`src/rtl/xpin_pkg.sv`:
```
package xpin_pkg;

   typedef enum logic [3:0] {
      TRIG_FALL = 4'd0,
      TRIG_RISE = 4'd1,
      TRIG_LOW  = 4'd2,
      TRIG_HIGH = 4'd3,
      TRIG_BOTH = 4'd4
   } trig_e;

   localparam logic [2:0] A_TRIG  = 3'd0;
   localparam logic [2:0] A_PRIO  = 3'd1;
   localparam logic [2:0] A_PEND  = 3'd2;
   localparam logic [2:0] A_MSET  = 3'd3;
   localparam logic [2:0] A_MCLR  = 3'd4;
   localparam logic [2:0] A_MODE  = 3'd5;

   localparam int REG_W    = 32;
   localparam int PRIO_W   = 4;
   localparam int MODE_POS = 23;

endpackage

```
`src/rtl/xpin_sync.sv`:
```
module xpin_sync #(
   parameter int W = 8
) (
   input  logic         clk,
   input  logic         rst_n,
   input  logic [W-1:0] async_i,
   output logic [W-1:0] sync_o
);
   logic [W-1:0] stg0_q;
   logic [W-1:0] stg1_q;

   always_ff @(posedge clk or negedge rst_n) begin
      if (!rst_n) begin
         stg0_q <= '0;
         stg1_q <= '0;
      end else begin
         stg0_q <= async_i;
         stg1_q <= stg0_q;
      end
   end

   assign sync_o = stg1_q;

`ifndef SYNTHESIS
   a_r3_two_stage : assert property (@(posedge clk) disable iff (!rst_n)
      1'b1 |=> (sync_o == $past(stg0_q)));
`endif
endmodule

```
`src/rtl/xpin_detect.sv`:
```
module xpin_detect
   import xpin_pkg::*;
(
   input  logic       clk,
   input  logic       rst_n,
   input  logic       pin_s,
   input  logic [3:0] trig,
   input  logic       clr,
   output logic       pend
);
   logic prev_q;
   logic hit;
   logic pend_q;

   always_comb begin
      unique case (trig)
         TRIG_FALL: hit = ~pin_s &  prev_q;
         TRIG_RISE: hit =  pin_s & ~prev_q;
         TRIG_LOW:  hit = ~pin_s;
         TRIG_HIGH: hit =  pin_s;
         TRIG_BOTH: hit =  pin_s ^  prev_q;
         default:   hit = 1'b0;
      endcase
   end

   always_ff @(posedge clk or negedge rst_n) begin
      if (!rst_n) begin
         prev_q <= 1'b0;
         pend_q <= 1'b0;
      end else begin
         prev_q <= pin_s;
         pend_q <= hit | (pend_q & ~clr);
      end
   end

   assign pend = pend_q;

`ifndef SYNTHESIS
   a_r7_event_beats_clear : assert property (@(posedge clk) disable iff (!rst_n)
      (hit && clr) |=> pend);
   a_r4_sticky : assert property (@(posedge clk) disable iff (!rst_n)
      (pend && !clr) |=> pend);
   a_r5_level_holds : assert property (@(posedge clk) disable iff (!rst_n)
      (trig == TRIG_HIGH && pin_s && clr) |=> pend);
   a_r12_no_code_no_set : assert property (@(posedge clk) disable iff (!rst_n)
      (!pend && trig > 4'd4) |=> !pend);
`endif
endmodule

```
`src/rtl/xpin_regs.sv`:
```
module xpin_regs
   import xpin_pkg::*;
#(
   parameter int NUM_PINS     = 8,
   parameter int SRC_W        = 8,
   parameter bit HAS_MODE_REG = 1'b1
) (
   input  logic                clk,
   input  logic                rst_n,
   input  logic                bus_en,
   input  logic                bus_we,
   input  logic [2:0]          bus_addr,
   input  logic [REG_W-1:0]    bus_wdata,
   output logic [REG_W-1:0]    bus_rdata,
   input  logic [NUM_PINS-1:0] pend,
   output logic [REG_W-1:0]    trig_reg,
   output logic [REG_W-1:0]    prio_reg,
   output logic [NUM_PINS-1:0] mask,
   output logic                indiv_mode,
   output logic [NUM_PINS-1:0] clr
);
   logic wr;
   logic wr_trig, wr_prio, wr_pend, wr_mset, wr_mclr, wr_mode;
   logic [REG_W-1:0] pend_view;
   logic [REG_W-1:0] mode_view;

   assign wr      = bus_en & bus_we;
   assign wr_trig = wr && (bus_addr == A_TRIG);
   assign wr_prio = wr && (bus_addr == A_PRIO);
   assign wr_pend = wr && (bus_addr == A_PEND);
   assign wr_mset = wr && (bus_addr == A_MSET);
   assign wr_mclr = wr && (bus_addr == A_MCLR);
   assign wr_mode = wr && (bus_addr == A_MODE);

   always_ff @(posedge clk or negedge rst_n) begin
      if (!rst_n) begin
         trig_reg <= '0;
         prio_reg <= '0;
      end else begin
         if (wr_trig) trig_reg <= bus_wdata;
         if (wr_prio) prio_reg <= bus_wdata;
      end
   end

   always_ff @(posedge clk or negedge rst_n) begin
      if (!rst_n) begin
         mask <= '1;
      end else begin
         for (int k = 0; k < NUM_PINS; k++) begin
            if (wr_mset && bus_wdata[SRC_W-1-k])
               mask[k] <= 1'b1;
            else if (wr_mclr && bus_wdata[SRC_W-1-k])
               mask[k] <= 1'b0;
         end
      end
   end

   generate
      if (HAS_MODE_REG) begin : g_mode
         logic mode_q;
         always_ff @(posedge clk or negedge rst_n) begin
            if (!rst_n)       mode_q <= 1'b0;
            else if (wr_mode) mode_q <= bus_wdata[MODE_POS];
         end
         assign indiv_mode = mode_q;
         always_comb begin
            mode_view = '0;
            mode_view[MODE_POS] = mode_q;
         end
      end else begin : g_nomode
         assign indiv_mode = 1'b1;
         assign mode_view  = '0;
      end
   endgenerate

   always_comb begin
      pend_view = '0;
      for (int k = 0; k < NUM_PINS; k++) begin
         pend_view[SRC_W-1-k] = pend[k];
         clr[k] = wr_pend & ~bus_wdata[SRC_W-1-k];
      end
   end

   always_comb begin
      unique case (bus_addr)
         A_TRIG:  bus_rdata = trig_reg;
         A_PRIO:  bus_rdata = prio_reg;
         A_PEND:  bus_rdata = pend_view;
         A_MODE:  bus_rdata = mode_view;
         default: bus_rdata = '0;
      endcase
   end

`ifndef SYNTHESIS
   for (genvar g = 0; g < NUM_PINS; g++) begin : g_chk
      a_r8_set_masks : assert property (@(posedge clk) disable iff (!rst_n)
         (wr_mset && bus_wdata[SRC_W-1-g]) |=> mask[g]);
      a_r8_clear_unmasks : assert property (@(posedge clk) disable iff (!rst_n)
         (wr_mclr && bus_wdata[SRC_W-1-g] && !bus_wdata[SRC_W-1-g] == 1'b0
          && !(wr_mset)) |=> !mask[g]);
      a_r8_zero_no_effect : assert property (@(posedge clk) disable iff (!rst_n)
         ((wr_mset || wr_mclr) && !bus_wdata[SRC_W-1-g]) |=> $stable(mask[g]));
   end
`endif
endmodule

```
`src/rtl/xpin_irq_ctrl.sv`:
```
module xpin_irq_ctrl
   import xpin_pkg::*;
#(
   parameter int NUM_PINS     = 8,
   parameter int SENSE_W      = 4,
   parameter int SRC_W        = 8,
   parameter bit HAS_MODE_REG = 1'b1
) (
   input  logic                clk,
   input  logic                rst_n,
   input  logic [NUM_PINS-1:0] pin_i,
   input  logic                bus_en,
   input  logic                bus_we,
   input  logic [2:0]          bus_addr,
   input  logic [31:0]         bus_wdata,
   output logic [31:0]         bus_rdata,
   output logic [NUM_PINS-1:0] irq_o,
   output logic                irq_any_o
);
   localparam int TRIG_FIELDS = REG_W / SENSE_W;

   generate
      if (NUM_PINS < 1 || NUM_PINS > 8) begin : g_bad_pins
         $error("NUM_PINS must lie in 1..8");
      end
      if (SENSE_W != 2 && SENSE_W != 4) begin : g_bad_sense
         $error("SENSE_W must be 2 or 4");
      end
      if (SRC_W != 8 && SRC_W != 32) begin : g_bad_src
         $error("SRC_W must be 8 or 32");
      end
      if (NUM_PINS > TRIG_FIELDS) begin : g_bad_fit
         $error("trigger fields do not fit");
      end
   endgenerate

   logic [NUM_PINS-1:0] pin_s;
   logic [NUM_PINS-1:0] pend;
   logic [NUM_PINS-1:0] mask;
   logic [NUM_PINS-1:0] clr;
   logic [REG_W-1:0]    trig_reg;
   logic [REG_W-1:0]    prio_reg;
   logic                indiv_mode;
   logic [NUM_PINS-1:0] prio_open;

   xpin_sync #(.W(NUM_PINS)) sync_i (
      .clk     (clk),
      .rst_n   (rst_n),
      .async_i (pin_i),
      .sync_o  (pin_s)
   );

   xpin_regs #(
      .NUM_PINS     (NUM_PINS),
      .SRC_W        (SRC_W),
      .HAS_MODE_REG (HAS_MODE_REG)
   ) regs_i (
      .clk        (clk),
      .rst_n      (rst_n),
      .bus_en     (bus_en),
      .bus_we     (bus_we),
      .bus_addr   (bus_addr),
      .bus_wdata  (bus_wdata),
      .bus_rdata  (bus_rdata),
      .pend       (pend),
      .trig_reg   (trig_reg),
      .prio_reg   (prio_reg),
      .mask       (mask),
      .indiv_mode (indiv_mode),
      .clr        (clr)
   );

   for (genvar k = 0; k < NUM_PINS; k++) begin : g_pin
      logic [SENSE_W-1:0] field;
      logic [3:0]         code;

      assign field = trig_reg[REG_W-(k+1)*SENSE_W +: SENSE_W];

      if (SENSE_W == 4) begin : g_w4
         assign code = field;
      end else begin : g_w2
         assign code = {2'b00, field};
      end

      assign prio_open[k] = |prio_reg[REG_W-(k+1)*PRIO_W +: PRIO_W];

      xpin_detect det_i (
         .clk   (clk),
         .rst_n (rst_n),
         .pin_s (pin_s[k]),
         .trig  (code),
         .clr   (clr[k]),
         .pend  (pend[k])
      );

      assign irq_o[k] = pend[k] & ~mask[k] & prio_open[k] & indiv_mode;

`ifndef SYNTHESIS
      a_r9_prio_zero_blocks : assert property (@(posedge clk) disable iff (!rst_n)
         (prio_reg[REG_W-(k+1)*PRIO_W +: PRIO_W] == 4'd0) |-> !irq_o[k]);
      a_r8_masked_silent : assert property (@(posedge clk) disable iff (!rst_n)
         mask[k] |-> !irq_o[k]);
`endif
   end

   assign irq_any_o = |irq_o;

`ifndef SYNTHESIS
   a_r10_mode_gate : assert property (@(posedge clk) disable iff (!rst_n)
      !indiv_mode |-> (irq_o == '0));
   a_r11_any_has_source : assert property (@(posedge clk) disable iff (!rst_n)
      irq_any_o |-> (pend != '0));
`endif
endmodule

```
`config.mk`:
```
export PLATFORM = sky130hd
export DESIGN_NAME = xpin_irq_ctrl
export DESIGN_NICKNAME = d
export VERILOG_FILES = /design/src/rtl/xpin_pkg.sv /design/src/rtl/xpin_sync.sv /design/src/rtl/xpin_detect.sv /design/src/rtl/xpin_regs.sv /design/src/rtl/xpin_irq_ctrl.sv
export SDC_FILE = /design/constraint.sdc
export NUM_CORES = 1
export LEC_CHECK = 0
export BUFFER_PORTS_ARGS = -buffer_cell sky130_fd_sc_hd__buf_2
export CORE_MARGIN = 4
export CORE_UTILIZATION = 35
export CTS_BUF_LIST = sky130_fd_sc_hd__clkbuf_4 sky130_fd_sc_hd__clkbuf_8 sky130_fd_sc_hd__clkbuf_16
export DETAILED_ROUTE_END_ITERATION = 12
export GPL_TIMING_DRIVEN = 0
export PLACE_DENSITY = 0.54
export SLEW_MARGIN = 20
export SYNTH_ARGS = -nofsm -noshare
export SYNTH_HDL_FRONTEND = slang
export SYNTH_SLANG_ARGS = --single-unit
```
`constraint.sdc`:
```
create_clock -name clk -period 3.1 [get_ports clk]
set_input_delay 0.155 -clock clk [delete_from_list [all_inputs] [get_ports clk]]
set_output_delay 0.155 -clock clk [all_outputs]
set_load 0.05 [all_outputs]
```
==> impl_metrics.py, run 1 <==
metrics = {
    "clock_network": {
        "clock_sinks": 105,
        "clk_latency_ps": 350,
        "clk_pin_slew_ps": 60,
        "cts_tree": "built",
        "htreeDepth": 3,
        "hold_buffers": 9,
        "cts_resized": 0,
        "cts_buffers": 9,
        "cts_root_buffer": "clkbuf_16",
        "cts_setup_buffers": 0,
        "cts_buffer_depth": 2,
    },
    "synthesis": {
        "syn_area_um2": 5030,
        "yosysWarnings": 0,
        "postSynth.asyncResetShare": 1.00,
        "post-synth-top-area-cell": "dfrtp_1",
        "yosysTopAreaCellShare": 0.482,
        "synth.distinct_cells": 38,
        "synth_common_cells": "dfrtp_1 (97), mux2_1 (36), a22o_1 (32)",
        "syn_inst": 401,
        "synth_ff_type": "dfrtp_1",
        "synth_area_leaders": "dfrtp_1 (48%), mux2_4 (8.4%), mux2_1 (8.1%)",
        "synth_edf_count": 0,
        "synth-seq-area-share": 0.524,
        "synth.avg_cell_area_um2": 12.5,
        "syn_nets": 464,
        "yosysMostFrequentCell": "dfrtp_1",
        "yosys_register_bits": 105,
    },
    "sta": {
        "final.setup_skew_ps": 3.36,
        "finalCritPeriodShare": 0.827,
        "rsz0062_at_grt": "no",
        "maxSlewHeadroom": 0.435,
        "drv_slew": 0,
        "fin_crit_ps": 2560,
        "hold_viol": 0,
        "tns_ps": 0,
        "finalSetupViolations": 0,
        "worst_pin_slew_ps": 841,
        "max_freq_mhz": 390,
    },
    "global_routing": {
        "grt.busiest_layer": "met2",
        "overflow": 0,
        "met2_usage": 0.245,
        "grt_use_total": 0.161,
        "grt_max_degree": 57,
        "antenna_found_initial": 0,
        "grt_pass1_wl_um": 20600,
        "gr-usage-met1": 0.225,
        "grt_pass1_vias": 3773,
        "use_met3": 0.0429,
    },
    "floorplan": {
        "fp.coreArea_um2": 14000,
        "start_util": 0.360,
        "die_h_um": 128,
        "ioPinCount": 88,
        "die_area_um2": 16400,
        "die_w_um": 128,
        "fp-row-count": 43,
    },
    "finish": {
        "fill_cells": 1341,
        "nNetsFinal": 571,
        "fin_cells": 692,
        "syn_to_final_growth_pct": 21.7,
        "drive_above_1_share": 0.314,
        "antennaDiodeCount": 0,
    },
    "route": {
        "totalWireLength_um": 12600,
        "wl_per_cell_um": 18.2,
        "first_iter_violations": 185,
        "via_count": 3559,
        "vias_per_cell": 5.14,
        "drc": 0,
        "ant_nets": 0,
        "first_pass_iters": 4,
    },
    "placed_design": {
        "dp_hpwl_um": 9120,
        "io_buffers": 86,
        "place_inst": 668,
        "routabilityCongestion": 0.743,
    },
    "power": {
        "ir_drop_v": 0.000359,
        "powerDensity_nw_per_um2": 658,
        "leakage_nw": 2.89,
    },
    "setup_path": {
        "crit_fanout": 3,
        "path_buf_inv": 1,
        "path_common_cell": "nor4_1",
        "crit_chain": "nor4_1, nor3_1, nor4_1, nand2_1, buf_2",
        "arrival_ps": 2410,
        "worstPathRequired_ps": 2940,
        "timing.critical_path.slowest_stage_cell": "nor4_1",
        "critical_path_class": "flop to output port",
        "end_kind": "output port",
        "critical_path.top_delay_family": "simple AND/OR/NAND/NOR gates",
        "critPathLaunchType": "flop",
        "cpPeakStageDelay_ps": 540,
    },
    "min_path": {
        "hold_class": "input pin to flop",
    },
    "flow_run": {
        "max_cap_viol_count": 0,
    },
    "run_status": {
        "outcome": "complete, no violations",
    },
}
final timing paths:
kind | cells after the start | slack [ps] | end | start
worst max-delay path | 5 | 540 | irq_any_o | regs_i.prio_reg[18]
worst min-delay path | 2 | 30 | regs_i.trig_reg[16] | bus_wdata[16]
worst max register to register | 3 | 1770 | g_pin[6].det_i.pend | sync_i.sync_o[6]
worst min register to register | 0 | 350 | sync_i.sync_o[5] | sync_i.stg0_q[5]
max in group asynchronous | 3 | 2080 | regs_i.mask[4] | rst_n
min in group asynchronous | 2 | 320 | sync_i.stg0_q[1] | rst_n
where the power goes:
| group | internal, mW | switching (mW) |
|---|---|---|
| logic | 0.419 | 0.563 |
| registers | 1.64 | 0.247 |
| clock network | 0.672 | 0.492 |
| total | 2.73 | 1.30 |
cells by family after synthesis:
group / share of synthesized area
flip-flops: 0.524
XOR/XNOR: 0.00696
buffers and inverters: 0.0383
AND/OR/NAND/NOR: 0.0856
multiplexers: 0.210
AO/OA/AOI/OAI: 0.0948
adder cells (fa/ha/maj): 0.0398
final cells by class:
cell class              count  area, um2  share of cell area
well taps                 180        225              0.0368
multi-input cells         260       2210               0.361
plain buffers              20        133              0.0217
flip-flops and latches    105       2640               0.431
repair buffers             96        554              0.0906
inverters                  16       60.1             0.00981
clock inverters             3       40.0             0.00654
clock buffers              12        260              0.0425
layer usage:
metal	vias to the layer above	routed length, um
met5	-	0
met4	0	272
met3	18	617
met2	94	5700
met1	1782	5980
li1	1665	-
cell usage in the layout (no fill, tap or decap), types with 2 or more instances in the layout:
master,n
a211oi_1,4
a21oi_1,9
a22o_1,32
buf_2,86
buf_4,3
buf_6,7
clkbuf_1,9
clkbuf_16,9
clkbuf_8,2
clkinv_2,2
dfrtp_1,97
dfstp_2,8
dlygate4sd3_1,9
ha_1,16
inv_1,16
mux2_1,36
mux2_2,10
mux2_4,28
mux2i_1,12
nand2_1,23
nand3_1,8
nand3b_1,2
nor2_1,22
nor3_1,11
nor4_1,13
o21a_1,2
o21ai_0,11
o21ai_1,2
o311ai_1,3
xor2_1,4
stage by stage:
stage / utilization / power [mW] / area, um2 / setup slack, ps / hold WS, ps
3_5_place_dp: 0.409 / 2.88 / 5730 / 857 / 143
5_1_grt: 0.438 / 4.25 / 6120 / 466 / 19.0
4_1_cts: 0.437 / 4.07 / 6120 / 595 / 20.0
2_1_floorplan: - / 2.56 / 5030 / 649 / -141
6_report: 0.438 / 4.03 / 6120 / 535 / 34.9
3_3_place_gp: 0.407 / 2.85 / 5690 / 652 / 264
(Power assumes the default switching activity.)
==> run 2: changes to the inputs <==
- clock period: 3.1 -> 2.6 ns (I/O delays scaled with it)
==> run 2 against run 1 <==
Effect of this change: critical path depth unchanged; clock skew about the same; clock power up 20%; power up 19%; design area up 0.27%; critical endpoint unchanged.
==> impl_metrics.py, run 2 (synthesis gave the netlist of run 1 again) <==
metrics = {
    "run_status": {
        "outcome": "complete, no violations",
    },
    "sta": {
        "finalSetupViolations": 0,
        "worst_pin_slew_ps": 857,
        "hold_viol": 0,
        "hold_ws_ps": 9.65,
        "maxSlewHeadroom": 0.424,
        "rsz0062_at_grt": "no",
        "fin_crit_ps": 2260,
        "finalCritPeriodShare": 0.870,
        "max_freq_mhz": 442,
        "drv_slew": 0,
        "tns_ps": 0,
        "final.setup_skew_ps": 3.15,
    },
    "setup_path": {
        "arrival_ps": 2130,
        "crit_start": "regs_i.prio_reg[15]",
        "regToRegEndpoint": "g_pin[6].det_i.pend",
        "worstPathRequired_ps": 2470,
        "end_kind": "output port",
        "crit_fanout": 3,
        "r2r_start": "sync_i.sync_o[6]",
        "critPathLaunchType": "flop",
        "critPathCapture": "irq_any_o",
        "worstRegToRegCells": 3,
        "reg2reg_slack_ps": 1270,
        "critical_path_class": "flop to output port",
    },
    "power": {
        "powerDensity_nw_per_um2": 784,
        "leakage_nw": 2.90,
        "ir_drop_v": 0.000428,
        "power.total_mw": 4.81,
    },
    "clock_network": {
        "clock_sinks": 105,
        "clk_latency_ps": 350,
        "clk_pin_slew_ps": 70,
        "cts_tree": "built",
        "cts_root_buffer": "clkbuf_16",
        "cts_buffer_depth": 2,
        "htreeDepth": 3,
        "cts_buffers": 9,
    },
    "finish": {
        "antennaDiodeCount": 0,
        "final_common_cell": "dfrtp_1",
        "syn_to_final_growth_pct": 22.0,
        "final_area_um2": 6140,
        "drive_above_1_share": 0.316,
        "final_cell_mix": "dfrtp_1 (97), buf_2 (86), mux2_1 (36)",
        "fin_cells": 693,
        "nNetsFinal": 572,
    },
    "floorplan": {
        "start_util": 0.360,
        "fp-row-count": 43,
        "die_area_um2": 16400,
        "ioPinCount": 88,
        "die_w_um": 128,
        "die_h_um": 128,
        "fp.coreArea_um2": 14000,
    },
    "route": {
        "wl_per_cell_um": 18.2,
        "ant_nets": 0,
        "first_pass_iters": 4,
        "drc": 0,
        "via_count": 3556,
        "totalWireLength_um": 12600,
        "first_iter_violations": 206,
        "vias_per_cell": 5.13,
    },
    "placed_design": {
        "dp_hpwl_um": 9120,
        "place_area_um2": 5730,
        "place_inst": 668,
        "routabilityCongestion": 0.743,
        "io_buffers": 86,
    },
    "global_routing": {
        "overflow": 0,
        "antenna_found_initial": 0,
        "grt_pass1_vias": 3767,
        "grt_pass1_wl_um": 20600,
        "grt_max_degree": 57,
        "grt_use_total": 0.161,
    },
    "min_path": {
        "hold_class": "input pin to flop",
    },
    "flow_run": {
        "max_cap_viol_count": 0,
    },
}
## run 2: area by class of cell
class	instances	area [um2]
Fill cell	1342	7850
Sequential cell	105	2640
Multi-Input combinational cell	260	2220
Timing Repair Buffer	97	564
Clock buffer	12	260
Tap cell	180	225
Buffer	20	133
Inverter	16	60.1
Clock inverter	3	40.0
## run 2: stage by stage
| step | setup slack [ps] | utilization |
|---|---|---|
| after global placement | 177 | 0.407 |
| after floorplan | 174 | - |
| after CTS | 120 | 0.438 |
| final | 337 | 0.439 |
| after global routing | 165 | 0.439 |
| after detailed placement | 407 | 0.409 |
## run 2: what timing repair did
action                                 4_1_cts  5_1_grt
setup endpoints to repair                    0        1
setup buffers                                0        0
hold buffers                                10        0
endpoints found under the hold margin       55        0
gates resized for setup                      0        1
## run 2: worst min path at each step
stage,startpoint,endpoint,slack (ps),cells after the start
finish,bus_wdata[24],regs_i.trig_reg[24],10,2
global route,bus_wdata[14],regs_i.trig_reg[14],1,2
CTS,bus_wdata[24],regs_i.trig_reg[24],0.03,2
detailed placement,rst_n,sync_i.stg0_q[1],120,1
global placement,pin_i[1],sync_i.stg0_q[1],240,1
floorplan,rst_n,g_pin[0].det_i.pend,-170,0
## run 2: power breakdown
| part | internal, mW | switching [mW] | total (mW) |
|---|---|---|---|
| Sequential | 1.95 | 0.295 | 2.25 |
| Clock | 0.802 | 0.591 | 1.39 |
| Combinational | 0.503 | 0.672 | 1.18 |
| Total | 3.26 | 1.56 | 4.81 |
## run 2: worst max-delay path, stage by stage (launching register included)
cell and delay (ps):
dfrtp_1 420, nor4_1 530, nor3_1 190, nor4_1 270, nand2_1 140, buf_2 240
## run 2: per-layer routing
metal  track usage  up-vias  wire (um)
met4        0.0531        0        206
li1              -     1669          -
met1         0.224     1784       6040
met3        0.0429       11        570
met2         0.245       92       5760
met5             0        -          0
==> run 3: changes to the inputs <==
- CORE_UTILIZATION: 35 -> 50
- PLACE_DENSITY: 0.54 -> 0.72
==> run 3 against run 2 <==
Effect of this change: core utilization rose by 20 points; worst hold slack gained 10 ps; sequential share of layout area fell by 0.41 points; critical endpoint unchanged; design area up 0.96%; highest routed layer unchanged; register-to-register slack got worse by 40 ps; sequential power hardly changed; cell count decreased by 3.5%; clock power down 24%; first-iteration DRC count is 12% higher.
==> impl_metrics.py, run 3 (synthesis gave the netlist of run 1 again) <==
metrics = {
    "sta": {
        "final.setup_skew_ps": 14.8,
        "rsz0062_at_grt": "no",
        "drv_slew": 0,
        "tns_ps": 0,
        "finalSetupViolations": 0,
        "finalCritPeriodShare": 0.904,
        "fin_crit_ps": 2350,
        "maxSlewHeadroom": 0.446,
        "hold_ws_ps": 19.9,
        "worst_pin_slew_ps": 831,
        "hold_viol": 0,
        "max_freq_mhz": 425,
    },
    "clock_network": {
        "cts_buffers": 9,
        "clk_pin_slew_ps": 110,
        "cts_root_buffer": "clkbuf_8",
        "cts_tree": "built",
        "htreeDepth": 3,
        "clk_latency_ps": 380,
        "clock_sinks": 105,
        "cts_buffer_depth": 2,
    },
    "power": {
        "power.total_mw": 4.51,
        "p_switching_mw": 1.54,
        "p_int_mw": 2.97,
        "powerDensity_nw_per_um2": 728,
        "ir_drop_v": 0.000481,
        "p_clk_frac": 0.236,
        "leakage_nw": 2.94,
        "seq_power_share": 0.499,
        "combPwrFrac": 0.266,
        "swShare": 0.342,
    },
    "placed_design": {
        "place_inst": 621,
        "io_buffers": 86,
        "place_area_um2": 5670,
        "dp_hpwl_um": 8830,
        "routabilityCongestion": 0.830,
    },
    "setup_path": {
        "arrival_ps": 2220,
        "worstPathRequired_ps": 2470,
        "cpPeakStageDelay_ps": 480,
        "critical_path_class": "flop to output port",
        "reg2reg_slack_ps": 1230,
        "timing.critical_path.slowest_stage_cell": "clkbuf_1",
        "crit_fanout": 10,
        "end_kind": "output port",
        "crit_chain": "clkbuf_1, nand2_1, nor3_1, nor4_1, nand2_1, buf_2",
        "critPathLaunchType": "flop",
        "path_common_cell": "nand2_1",
    },
    "floorplan": {
        "die_area_um2": 11700,
        "start_util": 0.515,
        "fp-row-count": 36,
        "die_h_um": 108,
        "fp.coreArea_um2": 9770,
        "die_w_um": 108,
        "ioPinCount": 88,
    },
    "min_path": {
        "hold_class": "input pin to flop",
    },
    "finish": {
        "drive_above_1_share": 0.302,
        "final_common_cell": "dfrtp_1",
        "syn_to_final_growth_pct": 23.2,
        "final_cell_mix": "dfrtp_1 (97), buf_2 (86), mux2_1 (36)",
        "antennaDiodeCount": 0,
        "fin_cells": 669,
        "final_area_um2": 6200,
        "nNetsFinal": 594,
    },
    "run_status": {
        "outcome": "complete, no violations",
    },
    "flow_run": {
        "max_cap_viol_count": 0,
    },
    "route": {
        "drc": 0,
        "ant_nets": 0,
        "first_iter_violations": 230,
        "vias_per_cell": 5.68,
        "wl_per_cell_um": 18.9,
        "via_count": 3802,
        "first_pass_iters": 5,
        "totalWireLength_um": 12600,
    },
    "global_routing": {
        "antenna_found_initial": 0,
        "grt_max_degree": 59,
        "grt_pass1_wl_um": 19900,
        "grt_pass1_vias": 3950,
        "overflow": 0,
        "grt_use_total": 0.223,
    },
}
## run 3: changes by cell type in the layout (fill, tap and decap cells not counted), sizes merged
cell | before | now
inv | 16 | 17
clkinv | 2 | 1
clkinvlp | 0 | 1
dlygate4sd3 | 10 | 32
## run 3: layout make-up
class | count | area, um2
multi-input combinational | 260 | 2210
buffer | 20 | 133
clock inverter | 4 | 51.3
clock buffer | 12 | 153
fill | 794 | 3580
timing repair buffer | 119 | 785
inverter | 16 | 60.1
tap | 133 | 166
sequential | 105 | 2640
## run 3: layer usage
metal | wire length, um | up-vias | part of all wire | track usage
met2 | 6170 | 126 | 0.49 | 0.364
met5 | 0 | - | 0 | 0
met3 | 733 | 30 | 0.058 | 0.0501
met4 | 352 | 0 | 0.028 | 0.0875
li1 | - | 1717 | - | -
met1 | 5390 | 1929 | 0.43 | 0.289
## run 3: critical path, delay by kind of cell (launching register included)
kind,cells,cell delay (ps)
AND/OR/NAND/NOR,4,760
buffers and inverters,2,740
flip-flops,1,340
## run 3: final timing paths
path                            depth (start not counted)              start                  end
max in group asynchronous                               3              rst_n       regs_i.mask[7]
worst min-delay path                                    2      bus_wdata[23]  regs_i.trig_reg[23]
worst min register to register                          0   sync_i.stg0_q[5]     sync_i.sync_o[5]
worst max-delay path                                    6  regs_i.indiv_mode            irq_any_o
min in group asynchronous                               2              rst_n    regs_i.indiv_mode
worst max register to register                          3   sync_i.sync_o[6]  g_pin[6].det_i.pend
## run 3: stage by stage
step / utilization / setup WS (ps)
after floorplan: - / 174
after global placement: 0.576 / 239
after detailed placement: 0.580 / 526
after CTS: 0.634 / 284
after global routing: 0.634 / 14.6
final: 0.634 / 249
## run 3: what timing repair did
action | 4_1_cts | 5_1_grt
endpoints found under the setup margin | 0 | 0
hold buffers | 32 | 0
gates resized for setup | 0 | 0
buffers inserted | 0 | 0
endpoints found under the hold margin | 96 | 0
## run 3: power groups by stage
stage / logic, mW / registers, mW / clock network, mW
6_report: 1.20 / 2.25 / 1.06
2_1_floorplan: 0.877 / 2.18 / 0
5_1_grt: 1.29 / 2.29 / 1.14
4_1_cts: 1.20 / 2.24 / 1.09
3_5_place_dp: 1.16 / 2.27 / 0
3_3_place_gp: 1.12 / 2.25 / 0
